--- src/rtl/rxo_pkg.sv ---
package rxo_pkg;
  parameter int unsigned RXO_DATA_W = 32;
  parameter int unsigned RXO_BYTE_W = 8;
  parameter int unsigned RXO_CNT_W  = 16;
endpackage

--- src/rtl/rxo_req_cnt.sv ---
module rxo_req_cnt #(
  parameter int unsigned CNT_W = 16
) (
  input  logic             clk_i,
  input  logic             rst_ni,
  input  logic             req_wr_i,
  input  logic [CNT_W-1:0] req_cnt_i,
  input  logic             take_i,
  output logic [CNT_W-1:0] todo_o,
  output logic             active_o,
  output logic             final_o
);
  logic [CNT_W-1:0] todo_q;
  logic [CNT_W:0]   sum;
  logic [CNT_W:0]   add;
  logic [CNT_W-1:0] todo_d;

  always_comb begin
    add    = req_wr_i ? {1'b0, req_cnt_i} : '0;
    sum    = {1'b0, todo_q} + add - {{CNT_W{1'b0}}, take_i};
    todo_d = sum[CNT_W] ? {CNT_W{1'b1}} : sum[CNT_W-1:0];
  end

  always_ff @(posedge clk_i or negedge rst_ni) begin
    if (!rst_ni) todo_q <= '0;
    else         todo_q <= todo_d;
  end

  assign active_o = (todo_q != '0);
  // last byte only if no fresh count arrives with it
  assign final_o  = take_i && (todo_q == CNT_W'(1)) && !(req_wr_i && (req_cnt_i != '0));
  assign todo_o   = todo_q;
endmodule

--- src/rtl/rxo_byte_packer.sv ---
module rxo_byte_packer #(
  parameter int unsigned DATA_W = 32,
  parameter int unsigned BYTE_W = 8,
  parameter int unsigned BV_W   = 3
) (
  input  logic              clk_i,
  input  logic              rst_ni,
  input  logic              take_i,
  input  logic [BYTE_W-1:0] byte_i,
  input  logic              flush_i,
  output logic              word_vld_o,
  output logic [DATA_W-1:0] word_o,
  output logic [BV_W-1:0]   word_bytes_o,
  output logic              word_last_o
);
  localparam int unsigned BPW = DATA_W / BYTE_W;

  logic [DATA_W-1:0] acc_q;
  logic [BV_W-1:0]   fill_q;
  logic [DATA_W-1:0] shifted;
  logic [BV_W-1:0]   fill_n;

  always_comb begin
    shifted = {acc_q[DATA_W-BYTE_W-1:0], byte_i};
    fill_n  = fill_q + BV_W'(1);
  end

  assign word_vld_o   = take_i && ((fill_n == BV_W'(BPW)) || flush_i);
  assign word_o       = shifted;
  assign word_bytes_o = fill_n;
  assign word_last_o  = flush_i;

  always_ff @(posedge clk_i or negedge rst_ni) begin
    if (!rst_ni) begin
      acc_q  <= '0;
      fill_q <= '0;
    end else if (take_i) begin
      if (word_vld_o) begin
        acc_q  <= '0;
        fill_q <= '0;
      end else begin
        acc_q  <= shifted;
        fill_q <= fill_n;
      end
    end
  end
endmodule

--- src/rtl/rxo_push_stage.sv ---
module rxo_push_stage #(
  parameter int unsigned DATA_W = 32,
  parameter int unsigned BV_W   = 3
) (
  input  logic              clk_i,
  input  logic              rst_ni,
  input  logic              word_vld_i,
  input  logic [DATA_W-1:0] word_i,
  input  logic [BV_W-1:0]   word_bytes_i,
  input  logic              word_last_i,
  input  logic              fifo_full_i,
  output logic              fifo_wr_o,
  output logic [DATA_W-1:0] fifo_wdata_o,
  output logic [BV_W-1:0]   bval_o,
  output logic              done_o,
  output logic              pend_o
);
  logic              pend_q;
  logic              last_q;
  logic [DATA_W-1:0] data_q;
  logic [BV_W-1:0]   bytes_q;

  always_ff @(posedge clk_i or negedge rst_ni) begin
    if (!rst_ni) begin
      pend_q  <= 1'b0;
      last_q  <= 1'b0;
      data_q  <= '0;
      bytes_q <= '0;
    end else begin
      pend_q <= word_vld_i || (pend_q && fifo_full_i);
      if (word_vld_i) begin
        data_q  <= word_i;
        bytes_q <= word_bytes_i;
        last_q  <= word_last_i;
      end
    end
  end

  assign fifo_wr_o    = pend_q && !fifo_full_i;
  assign fifo_wdata_o = data_q;
  assign bval_o       = bytes_q;
  assign done_o       = fifo_wr_o && last_q;
  assign pend_o       = pend_q;
endmodule

--- src/rtl/rxo_recv_ctrl.sv ---
module rxo_recv_ctrl
  import rxo_pkg::*;
#(
  parameter int unsigned DATA_W = RXO_DATA_W,
  parameter int unsigned BYTE_W = RXO_BYTE_W,
  parameter int unsigned CNT_W  = RXO_CNT_W,
  parameter int unsigned BV_W   = $clog2(DATA_W / BYTE_W + 1)
) (
  input  logic              clk_i,
  input  logic              rst_ni,
  input  logic              req_wr_i,
  input  logic [CNT_W-1:0]  req_cnt_i,
  output logic [CNT_W-1:0]  todo_o,
  output logic [BV_W-1:0]   bval_o,
  output logic              sclk_en_o,
  input  logic              rx_vld_i,
  input  logic [BYTE_W-1:0] rx_byte_i,
  input  logic              fifo_full_i,
  output logic              fifo_wr_o,
  output logic [DATA_W-1:0] fifo_wdata_o,
  output logic              done_o
);
  logic              active;
  logic              take;
  logic              final_byte;
  logic              word_vld;
  logic [DATA_W-1:0] word;
  logic [BV_W-1:0]   word_bytes;
  logic              word_last;
  logic              pend;

  assign take      = rx_vld_i && active;
  assign sclk_en_o = active && !fifo_full_i;

  rxo_req_cnt #(.CNT_W(CNT_W)) u_cnt (
    .clk_i     (clk_i),
    .rst_ni    (rst_ni),
    .req_wr_i  (req_wr_i),
    .req_cnt_i (req_cnt_i),
    .take_i    (take),
    .todo_o    (todo_o),
    .active_o  (active),
    .final_o   (final_byte)
  );

  rxo_byte_packer #(.DATA_W(DATA_W), .BYTE_W(BYTE_W), .BV_W(BV_W)) u_pack (
    .clk_i        (clk_i),
    .rst_ni       (rst_ni),
    .take_i       (take),
    .byte_i       (rx_byte_i),
    .flush_i      (final_byte),
    .word_vld_o   (word_vld),
    .word_o       (word),
    .word_bytes_o (word_bytes),
    .word_last_o  (word_last)
  );

  rxo_push_stage #(.DATA_W(DATA_W), .BV_W(BV_W)) u_push (
    .clk_i        (clk_i),
    .rst_ni       (rst_ni),
    .word_vld_i   (word_vld),
    .word_i       (word),
    .word_bytes_i (word_bytes),
    .word_last_i  (word_last),
    .fifo_full_i  (fifo_full_i),
    .fifo_wr_o    (fifo_wr_o),
    .fifo_wdata_o (fifo_wdata_o),
    .bval_o       (bval_o),
    .done_o       (done_o),
    .pend_o       (pend)
  );
endmodule

--- config.mk ---
export PLATFORM = sky130hd
export DESIGN_NAME = rxo_recv_ctrl
export DESIGN_NICKNAME = d
export VERILOG_FILES = /design/src/rtl/rxo_pkg.sv /design/src/rtl/rxo_req_cnt.sv /design/src/rtl/rxo_byte_packer.sv /design/src/rtl/rxo_push_stage.sv /design/src/rtl/rxo_recv_ctrl.sv
export SDC_FILE = /design/constraint.sdc
export NUM_CORES = 1
export LEC_CHECK = 0
export BUFFER_PORTS_ARGS = -buffer_cell sky130_fd_sc_hd__buf_2
export CAP_MARGIN = 0
export CORE_ASPECT_RATIO = 0.7
export CORE_UTILIZATION = 28
export DETAILED_ROUTE_END_ITERATION = 12
export PLACE_DENSITY = 0.58
export SLEW_MARGIN = 5
export SYNTH_ARGS = -nofsm -noshare
export SYNTH_HDL_FRONTEND = slang
export SYNTH_SLANG_ARGS = --single-unit
--- constraint.sdc ---
create_clock -name clk_i -period 10.85 [get_ports clk_i]
set_clock_uncertainty 0.15 [all_clocks]
set_input_delay 2.17 -clock clk_i [delete_from_list [all_inputs] [get_ports clk_i]]
set_output_delay 2.17 -clock clk_i [all_outputs]
set_load 0.02 [all_outputs]
=== Word level (Yosys, flattened, before mapping) ===
Cells that the tools add are included.

* $add $sub $neg: 3
* Equality and inequality tests: 2
* Mux-type cells: 4
* Reduce and logical (&&, ||, !) cells: 15

{| class="wikitable"
|+ Operator list
! operator !! count
|-
| 16-bit 2-to-1 mux || 2
|-
| 16-bit nonzero test || 2
|-
| 24-bit 2-to-1 mux || 1
|-
| 16-bit by 17-bit adder with 17-bit output || 1
|-
| 17-bit by 1-bit subtractor with 17-bit output || 1
|-
| 16-bit by 1-bit == test with 1-bit output, second input constant || 1
|-
| 1-bit logical AND || 9
|-
| 3-bit by 1-bit adder with 3-bit output, second input constant || 1
|-
| 3-bit == test, second input constant || 1
|-
| 3-bit 2-to-1 mux || 1
|-
| 1-bit logical NOT || 2
|-
| 1-bit logical OR || 2
|}

* Flip-flop bits (word level): 80
* Input bits: 29
* Output and inout port bits: 54
* Logic and storage cells: 31

=== Depth between registers and ports, before layout ===
Gate-level depths: netlist (run 1).

* Depth in word-level cells: 7
* Gate-level depth with buffers: 16
* Gate-level depth less buffers: 15

=== Cells and area by module ===
Synthesis (run 1) repeated with hierarchy kept, for this count alone.

* Cell total of the unflattened synthesis: 442
* Area total of the unflattened synthesis: 4689.5 um2

{| class="wikitable"
|+ By module, submodules not included
! module !! instances !! cells each !! area each (um2) !! seq. area each (um2)
|-
| rxo_req_cnt || 1 || 229 || 1788.0 || 400.4
|-
| rxo_push_stage || 1 || 80 || 1534.0 || 925.9
|-
| rxo_byte_packer || 1 || 131 || 1347.5 || 675.6
|-
| rxo_recv_ctrl || 1 || 2 || 20.0 || 0.0
|}

=== Worst setup path after synthesis (run 1) ===
Ideal clock, no wire load.

* Kind: input -> output
* Start: input fifo_full_i
* End: output done_o
* Arrival: 2798 ps
* Required time: 8530 ps
* Slack: 5732 ps
* Cell stages on the path: 2
* Cell sequence: nor2b_1 -> and2_1

* Word-level cells in the longest chain between the ends: 3

{| class="wikitable"
|+ Ends and longest elaborated chain
! element !! line !! text
|-
| start: declaration || rxo_recv_ctrl.sv:18 || <nowiki>input logic fifo_full_i,</nowiki>
|-
| 1-bit logical NOT || rxo_push_stage.sv:39 || <nowiki>assign fifo_wr_o = pend_q && !fifo_full_i;</nowiki>
|-
| 1-bit logical AND || rxo_push_stage.sv:39 ||
|-
| 1-bit logical AND || rxo_push_stage.sv:42 || <nowiki>assign done_o = fifo_wr_o && last_q;</nowiki>
|-
| end: declaration || rxo_recv_ctrl.sv:21 || <nowiki>output logic done_o</nowiki>
|}

No other way between the ends.

=== Worst setup path after layout (run 1) ===
* Start: input rx_vld_i
* End: register u_cnt.todo_q[11] (netlist: u_cnt.todo_o[11])

* Word-level cells in the longest chain between the ends: 3

{| class="wikitable"
|+ Ends and longest elaborated chain
! element !! line !! text
|-
| start: declaration || rxo_recv_ctrl.sv:16 || <nowiki>input logic rx_vld_i,</nowiki>
|-
| 1-bit logical AND || rxo_recv_ctrl.sv:32 || <nowiki>assign take = rx_vld_i && active;</nowiki>
|-
| net take || rxo_recv_ctrl.sv:24 || <nowiki>logic take;</nowiki>
|-
| 17-bit by 1-bit subtractor with 17-bit output || rxo_req_cnt.sv:20 || <nowiki>sum = {1'b0, todo_q} + add - {{CNT_W{1'b0}}, take_i};</nowiki>
|-
| 16-bit 2-to-1 mux || rxo_req_cnt.sv:21 || <nowiki>todo_d = sum[CNT_W] ? {CNT_W{1'b1}} : sum[CNT_W-1:0];</nowiki>
|-
| net u_cnt.todo_d[11] || rxo_req_cnt.sv:16 || <nowiki>logic [CNT_W-1:0] todo_d;</nowiki>
|-
| end signal: assignment || rxo_req_cnt.sv:26 || <nowiki>else todo_q <= todo_d;</nowiki>
|-
| end: declaration || rxo_req_cnt.sv:13 || <nowiki>logic [CNT_W-1:0] todo_q;</nowiki>
|}

The timed path passes the listed nets, and every way through them passes these cells.
A chain may end at the register's enable or synchronous reset.

==> reports/qor.csv, run 1 <==
stage;metric;value;unit
layout;fin cells;676;
setup_path;critical path peak fanout;28;
flow_run;max_cap viols;0;
global_route;global route overflow;0;
layout;ratio of cells with drive above 1 in the final layout;24.1;%
sta;setup violators final;0;
clock_tree;CTS clk-pin slew, worst paths;60;ps
synth;Yosys top cell area share;46.6;%
setup_path;Worst EP required;10950;ps
floorplan;Die Ht;106;um
floorplan;chip width;150;um
synth;Adder-Cell Fraction of Synth Area;10.4;%
synth;ys flop type;dfrtp_1;
global_route;initial antenna violation count;0;
sta;period utilization;48.3;%
layout;area of the multi-input gates;0.00201;mm2
sta;FMAX;191;MHz
global_route;total track usage;13.5;%
clock_tree;Bufs on Longest Clock Path;2;
global_route;first-pass GRT wire length;16600;um
synth;post-synthesis cell type count;50;
sta;Slew headroom;23.4;%
placement;Buffers on Ports;82;
synth;Synth Net Count;461;
synth;Yosys top cell by area;dfrtp_1;
clock_tree;htree depth;3;
clock_tree;CTS tree;done;
synth;mux contribution to synthesized area;9.40;%
floorplan;Die Area;0.0159;mm2
floorplan;Core Region;0.0149;mm2
clock_tree;CTS root buffer;clkbuf_16;
synth;Synth Register Bits;80;
synth;EDFF count, synth;0;
layout;# diodes;0;
placement;Post-DP HPWL;7620;um
clock_tree;Post-CTS Setup Inserts;0;
layout;Fillers;1470;
routing;Via Count;3155;
clock_tree;CTS Buf Count;9;
floorplan;I/O pin total;83;
routing;Initial DRT Pass Iterations;4;
layout;Register Area;0.00200;mm2
synth;Simple-Gate Fraction of Synth Area;10.5;%
routing;Iteration-0 DRC Markers;155;
synth;top-count cell post-synth;dfrtp_1;
routing;post-route ant nets;0;
layout;count of nets after finishing;540;
sta;RSZ-0062 raised after global routing;no;
synth;Synth area leaders;dfrtp_1 47%, ha_1 9.9%, mux2_1 7.1%, a22o_1 5.1%, inv_1 4.5%;
pwr;P_leak;2.65;nW
sta;post-route setup TNS;0;ps
routing;WL final;10000;um
worst_hold_path;HP Class;flip-flop to flip-flop;
synth;commonest cells in the netlist;80 x dfrtp_1, 51 x inv_1, 44 x nand2_1;
clock_tree;worst skew pair latency;330;ps
layout;P&R area growth vs syn;20.1;%
sta;final hold vios;0;
clock_tree;Post-CTS Resized;0;
sta;Hold WS;324;ps
sta;minimum clock period;5240;ps
placement;area post-placement;0.00486;mm2
setup_path;crit path capture type;flip-flop;
pwr;Worst VDD drop;86.8;uV
routing;drt via density;4.67;
synth;register area share after synthesis;46.6;%
pwr;P per Cell Area;317;mW/mm2
clock_tree;# hold bufs at CTS;0;
synth;ys async rst share;100;%
layout;Finished Cell Area;0.00516;mm2
setup_path;Critical Path AT;5340;ps
global_route;largest net degree at the start of global routing;81;
synth;Mapped Cells;397;
setup_path;critical path type;input port to flip-flop;
synth;main combinational cell family by area after synthesis;compound AO/OA/AOI/OAI gates;
synth;Synth Warn #;0;
placement;placed insts;660;
synth;Mapped Area;0.00430;mm2
sta;min setup slack post-route;5610;ps
outcome;outcome;finished, final reports clean;
routing;DRC viols;0;
placement;Post-Place Worst Slack;5280;ps
floorplan;starting density of the core;28.9;%
global_route;vias in the first global route;3213;
floorplan;row count;37;
routing;DR WL/cell;14.8;um
sta;Worst Tran Pin Value;1150;ps
synth;XOR/XNOR Fraction of Synth Area;2.24;%
clock_tree;clock sinks;80;
synth;post-synthesis compound-gate area fraction;14.3;%
placement;RePlAce Congestion;0.910;
sta;Slew Limit Fails;0;
synth;Avg Inst Size Synth;10.8;um2
setup_path;Worst setup SP type;input port;
## critical path, cell delays in order
cell	delay [ps]
buf_2	130
o21ai_4	280
inv_1	150
ha_1	300
inv_1	60
ha_1	160
inv_1	60
fa_1	370
nor2b_1	160
o21ai_0	140
o211ai_1	510
a2111o_1	250
nand4_2	360
o21ai_0	210
## logic make-up after synthesis
| family | count (synthesis) |
|---|---|
| xor gates and xnor gates | 11 |
| DFF | 80 |
| AOI/OAI and AO/OA | 83 |
| muxes | 36 |
| adders and majority gates | 35 |
| buffers and inverters | 65 |
| and+or+nand+nor | 87 |
## area by class of cell
| cell class | count | share of cell area [%] |
|---|---|---|
| Clock buffer | 9 | 4.36 |
| Multi-Input combinational cell | 252 | 39.0 |
| Tap cell | 195 | 4.73 |
| Clock inverter | 7 | 1.36 |
| Timing Repair Buffer | 82 | 8.00 |
| Inverter | 51 | 3.71 |
| Sequential cell | 80 | 38.8 |
## sequential cells by signal (all words and copies together), names as in the netlist
| register | flops |
|---|---|
| u_cnt.todo_o | 16 |
| u_push.last_q | 1 |
| u_pack.fill_q | 3 |
| u_push.fifo_wdata_o | 32 |
| u_push.pend_o | 1 |
| u_push.bval_o | 3 |
| u_pack.acc_q | 24 |
## placed cells by master, fill, tap and decap left out, types with 3 or more instances in the layout
| master | instances |
|---|---|
| a21o_1 | 4 |
| a21oi_1 | 15 |
| a22o_1 | 25 |
| a31oi_1 | 3 |
| and3_1 | 5 |
| buf_2 | 81 |
| clkbuf_16 | 9 |
| clkinv_2 | 3 |
| dfrtp_1 | 80 |
| ha_1 | 34 |
| inv_1 | 51 |
| mux2_1 | 27 |
| mux2_2 | 8 |
| nand2_1 | 44 |
| nand3_1 | 5 |
| nor2_1 | 6 |
| nor2b_1 | 3 |
| nor3_1 | 3 |
| nor4_1 | 4 |
| nor4_2 | 3 |
| o2111ai_1 | 4 |
| o211ai_1 | 3 |
| o21a_1 | 4 |
| o21ai_0 | 11 |
| xnor2_1 | 3 |
| xor2_1 | 8 |
## layer usage
layer	track usage [%]	up-vias	share of wire, %
met5	0	-	0
met4	3.39	0	1.1
met3	3.38	9	4.8
met2	19.9	61	44
met1	19.6	1534	50
li1	-	1551	-
## through the flow
| stage | utilization (%) | total power [W] |
|---|---|---|
| floorplan | - | 0.00111 |
| global placement | 32.7 | 0.00133 |
| detailed placement | 32.7 | 0.00134 |
| CTS | 34.7 | 0.00165 |
| global route | 34.7 | 0.00177 |
| finish | 34.7 | 0.00164 |
## report_power, final
part           switching, W  leakage, nW  total (W)  internal, W
clock network      0.000122        0.146   0.000300     0.000178
registers         0.0000757        0.975   0.000490     0.000414
logic              0.000514         1.53   0.000848     0.000334
total              0.000711         2.65    0.00164     0.000927
## worst paths after layout
check | startpoint | endpoint | slack, ps | depth (start not counted)
min in group asynchronous | rst_ni | u_push.fifo_wdata_o[22] | 1870 | 1
max reg2reg | u_cnt.todo_o[12] | u_cnt.todo_o[11] | 6140 | 15
max | rx_vld_i | u_cnt.todo_o[11] | 5610 | 14
max in group asynchronous | rst_ni | u_cnt.todo_o[11] | 8040 | 1
min | u_push.bval_o[0] | u_push.bval_o[0] | 320 | 2
min reg2reg | u_push.bval_o[0] | u_push.bval_o[0] | 320 | 2
Power figures use the tool's default switching activity.
==> inputs of run 2 (changes only) <==
- PLACE_DENSITY: 0.58 -> 0.6
- clock period: 10.85 -> 4.4 ns (I/O delays scaled with it)
==> reports/qor.csv, run 2 (synthesized netlist as in run 1, its figures left out) <==
stage;metric;value;unit;change
sta;setup violators final;0;;unchanged
clock_tree;# hold bufs at CTS;0;;unchanged
sta;RSZ-0062 raised after global routing;no;;
floorplan;starting density of the core;28.9;%;unchanged
sta;Slew headroom;32.8;%;+9.4 points
routing;DRC viols;0;;unchanged
routing;WL met1;5040;um;+0.16%
sta;Worst Tran Pin Value;1010;ps;-140 ps
global_route;global route overflow;0;;unchanged
routing;WL final;10100;um;+0.29%
sta;Slew Limit Fails;0;;unchanged
layout;max reg flops;32;;unchanged
pwr;sw frac;43.2;%;-0.18 points
placement;Post-DP HPWL;7540;um;-1.1%
routing;Initial DRT Pass Iterations;4;;unchanged
routing;Max Used Layer;met4;;
pwr;Worst VDD drop;240;uV;+180%
worst_hold_path;min-delay src;u_push.bval_o[0];;
global_route;largest net degree at the start of global routing;81;;unchanged
setup_path;Worst setup SP type;flip-flop;;
floorplan;I/O pin total;83;;unchanged
pwr;P per Cell Area;784;mW/mm2;+150%
setup_path;critical path type;flip-flop to flip-flop;;
layout;P&R area growth vs syn;21.2;%;
layout;count of nets after finishing;545;;+0.93%
placement;placed insts;665;;+0.76%
routing;met2 wire len;4560;um;+3.3%
global_route;total track usage;13.7;%;+0.17 points
sta;post-route setup TNS;0;ps;unchanged
sta;minimum clock period;3980;ps;
clock_tree;htree depth;3;;unchanged
sta;period utilization;90.5;%;
placement;Buffers on Ports;82;;unchanged
routing;DR WL/cell;14.8;um;-0.45%
clock_tree;CTS Buf Count;9;;unchanged
outcome;outcome;finished, final reports clean;;
floorplan;Die Ht;106;um;unchanged
floorplan;Die Area;0.0159;mm2;unchanged
routing;post-route ant nets;0;;unchanged
worst_hold_path;hold path cells;2;;unchanged
layout;Fillers;1504;;+2.3%
sta;final hold vios;0;;unchanged
setup_path;R2R cell count;16;;+1
clock_tree;worst skew pair latency;330;ps;about the same
worst_hold_path;HP Class;flip-flop to flip-flop;;
flow_run;max_cap viols;0;;unchanged
global_route;first-pass GRT wire length;16700;um;+0.62%
placement;RePlAce Congestion;0.908;;-0.18%
setup_path;r2r startpoint;u_cnt.todo_o[4];;
floorplan;chip width;150;um;unchanged
clock_tree;CTS tree;done;;
routing;Via Count;3223;;+2.2%
floorplan;row count;37;;unchanged
global_route;initial antenna violation count;0;;unchanged
pwr;NetSw;0.00176;W;+150%
pwr;sequential share of power;29.6;%;-0.3 points
pwr;Int Pwr;0.00232;W;+150%
routing;Iteration-0 DRC Markers;223;;+44%
clock_tree;Bufs on Longest Clock Path;2;;unchanged
clock_tree;CTS root buffer;clkbuf_16;;
clock_tree;clock sinks;80;;unchanged
floorplan;Core Region;0.0149;mm2;unchanged
setup_path;RR Endpoint;u_cnt.todo_o[2];;
pwr;Gate power share;51.7;%;about the same
routing;drt via density;4.73;;+1.4%
setup_path;Critical Path AT;4080;ps;-1260 ps
sta;FMAX;251;MHz;
setup_path;Worst EP required;4500;ps;-6450 ps
pwr;P_leak;2.68;nW;+0.99%
setup_path;critical path peak fanout;16;;-43%
worst_hold_path;Min-Delay Endpoint;u_push.bval_o[0];;
layout;# diodes;0;;unchanged
global_route;vias in the first global route;3185;;-0.87%
clock_tree;Post-CTS Setup Inserts;0;;unchanged
layout;most frequent cells in the layout;81 x buf_2, 80 x dfrtp_1, 51 x inv_1, 44 x nand2_1, 34 x ha_1;;
layout;ratio of cells with drive above 1 in the final layout;24.7;%;+0.57 points
clock_tree;CTS clk-pin slew, worst paths;60;ps;about the same
setup_path;crit path capture type;flip-flop;;
pwr;Clock Power Share;18.6;%;+0.3 points
setup_path;Reg2Reg Setup Slack;420;ps;-5720 ps
clock_tree;Post-CTS Resized;0;;unchanged
routing;WL met3;402;um;-16%
layout;fin cells;681;;+0.74%
layout;commonest non-fill, non-tap cell in the layout;buf_2;;
-- run 2: cell types whose count changed in the layout (fill, tap and decap cells not counted), sizes merged --
cell / delta
clkinv: +1
clkbuf: +1
buf: +5
inv: -2
-- run 2: metrics by stage --
step	instance area [um2]	util [%]	setup slack [ps]	total power (W)	hold slack, ps
3_3_place_gp	4900	33.0	520	0.00328	309
6_report	5210	35.0	417	0.00408	328
4_1_cts	5210	35.0	297	0.00412	339
2_1_floorplan	4300	-	851	0.00273	290
3_5_place_dp	4900	33.0	355	0.00333	326
5_1_grt	5210	35.0	102	0.00441	357
-- run 2: final cells by class --
cell class	count	area, um2	area share, %
clock inverters	6	68.8	1.32
well taps	195	244	4.69
flip-flops and latches	80	2000	38.4
multi-input cells	252	2010	38.6
clock buffers	10	239	4.59
inverters	51	191	3.68
repair buffers	87	450	8.65
-- run 2: how the worst max path moves through the flow --
stage,from,to,slack (ps),cells after the start
after floorplan,req_wr_i,u_cnt.todo_o[5],850,13
after global placement,u_cnt.todo_o[4],u_cnt.todo_o[2],520,16
after detailed placement,u_cnt.todo_o[4],u_cnt.todo_o[1],350,16
after CTS,u_cnt.todo_o[4],u_cnt.todo_o[2],300,16
after global routing,u_cnt.todo_o[4],u_cnt.todo_o[2],100,16
final,u_cnt.todo_o[4],u_cnt.todo_o[2],420,16
-- run 2: layer usage --
layer / vias up / GRT usage, %
met4: 0 / 2.89
met2: 65 / 20.7
met3: 4 / 3.38
met5: - / 0
met1: 1590 / 19.6
li1: 1564 / -
-- run 2: power by group through the flow --
stage	sequential [W]	clock, W	combinational, W
2_1_floorplan	0.00144	0	0.00129
3_3_place_gp	0.00121	0	0.00208
3_5_place_dp	0.00122	0	0.00210
4_1_cts	0.00121	0.000789	0.00212
5_1_grt	0.00125	0.000817	0.00234
6_report	0.00121	0.000760	0.00211
-- run 2: worst max-delay path, cell delays in order, from the launching register on --
cell and delay (ps):
dfrtp_1 400, nor3_1 430, nand4_2 280, o21ai_4 200, inv_1 70, ha_1 270
inv_1 60, ha_1 160, inv_1 50, fa_1 370, nor2b_1 150, o21ai_0 150
o211ai_1 230, buf_4 170, a2111o_1 140, nand4_2 370, o21ai_0 230
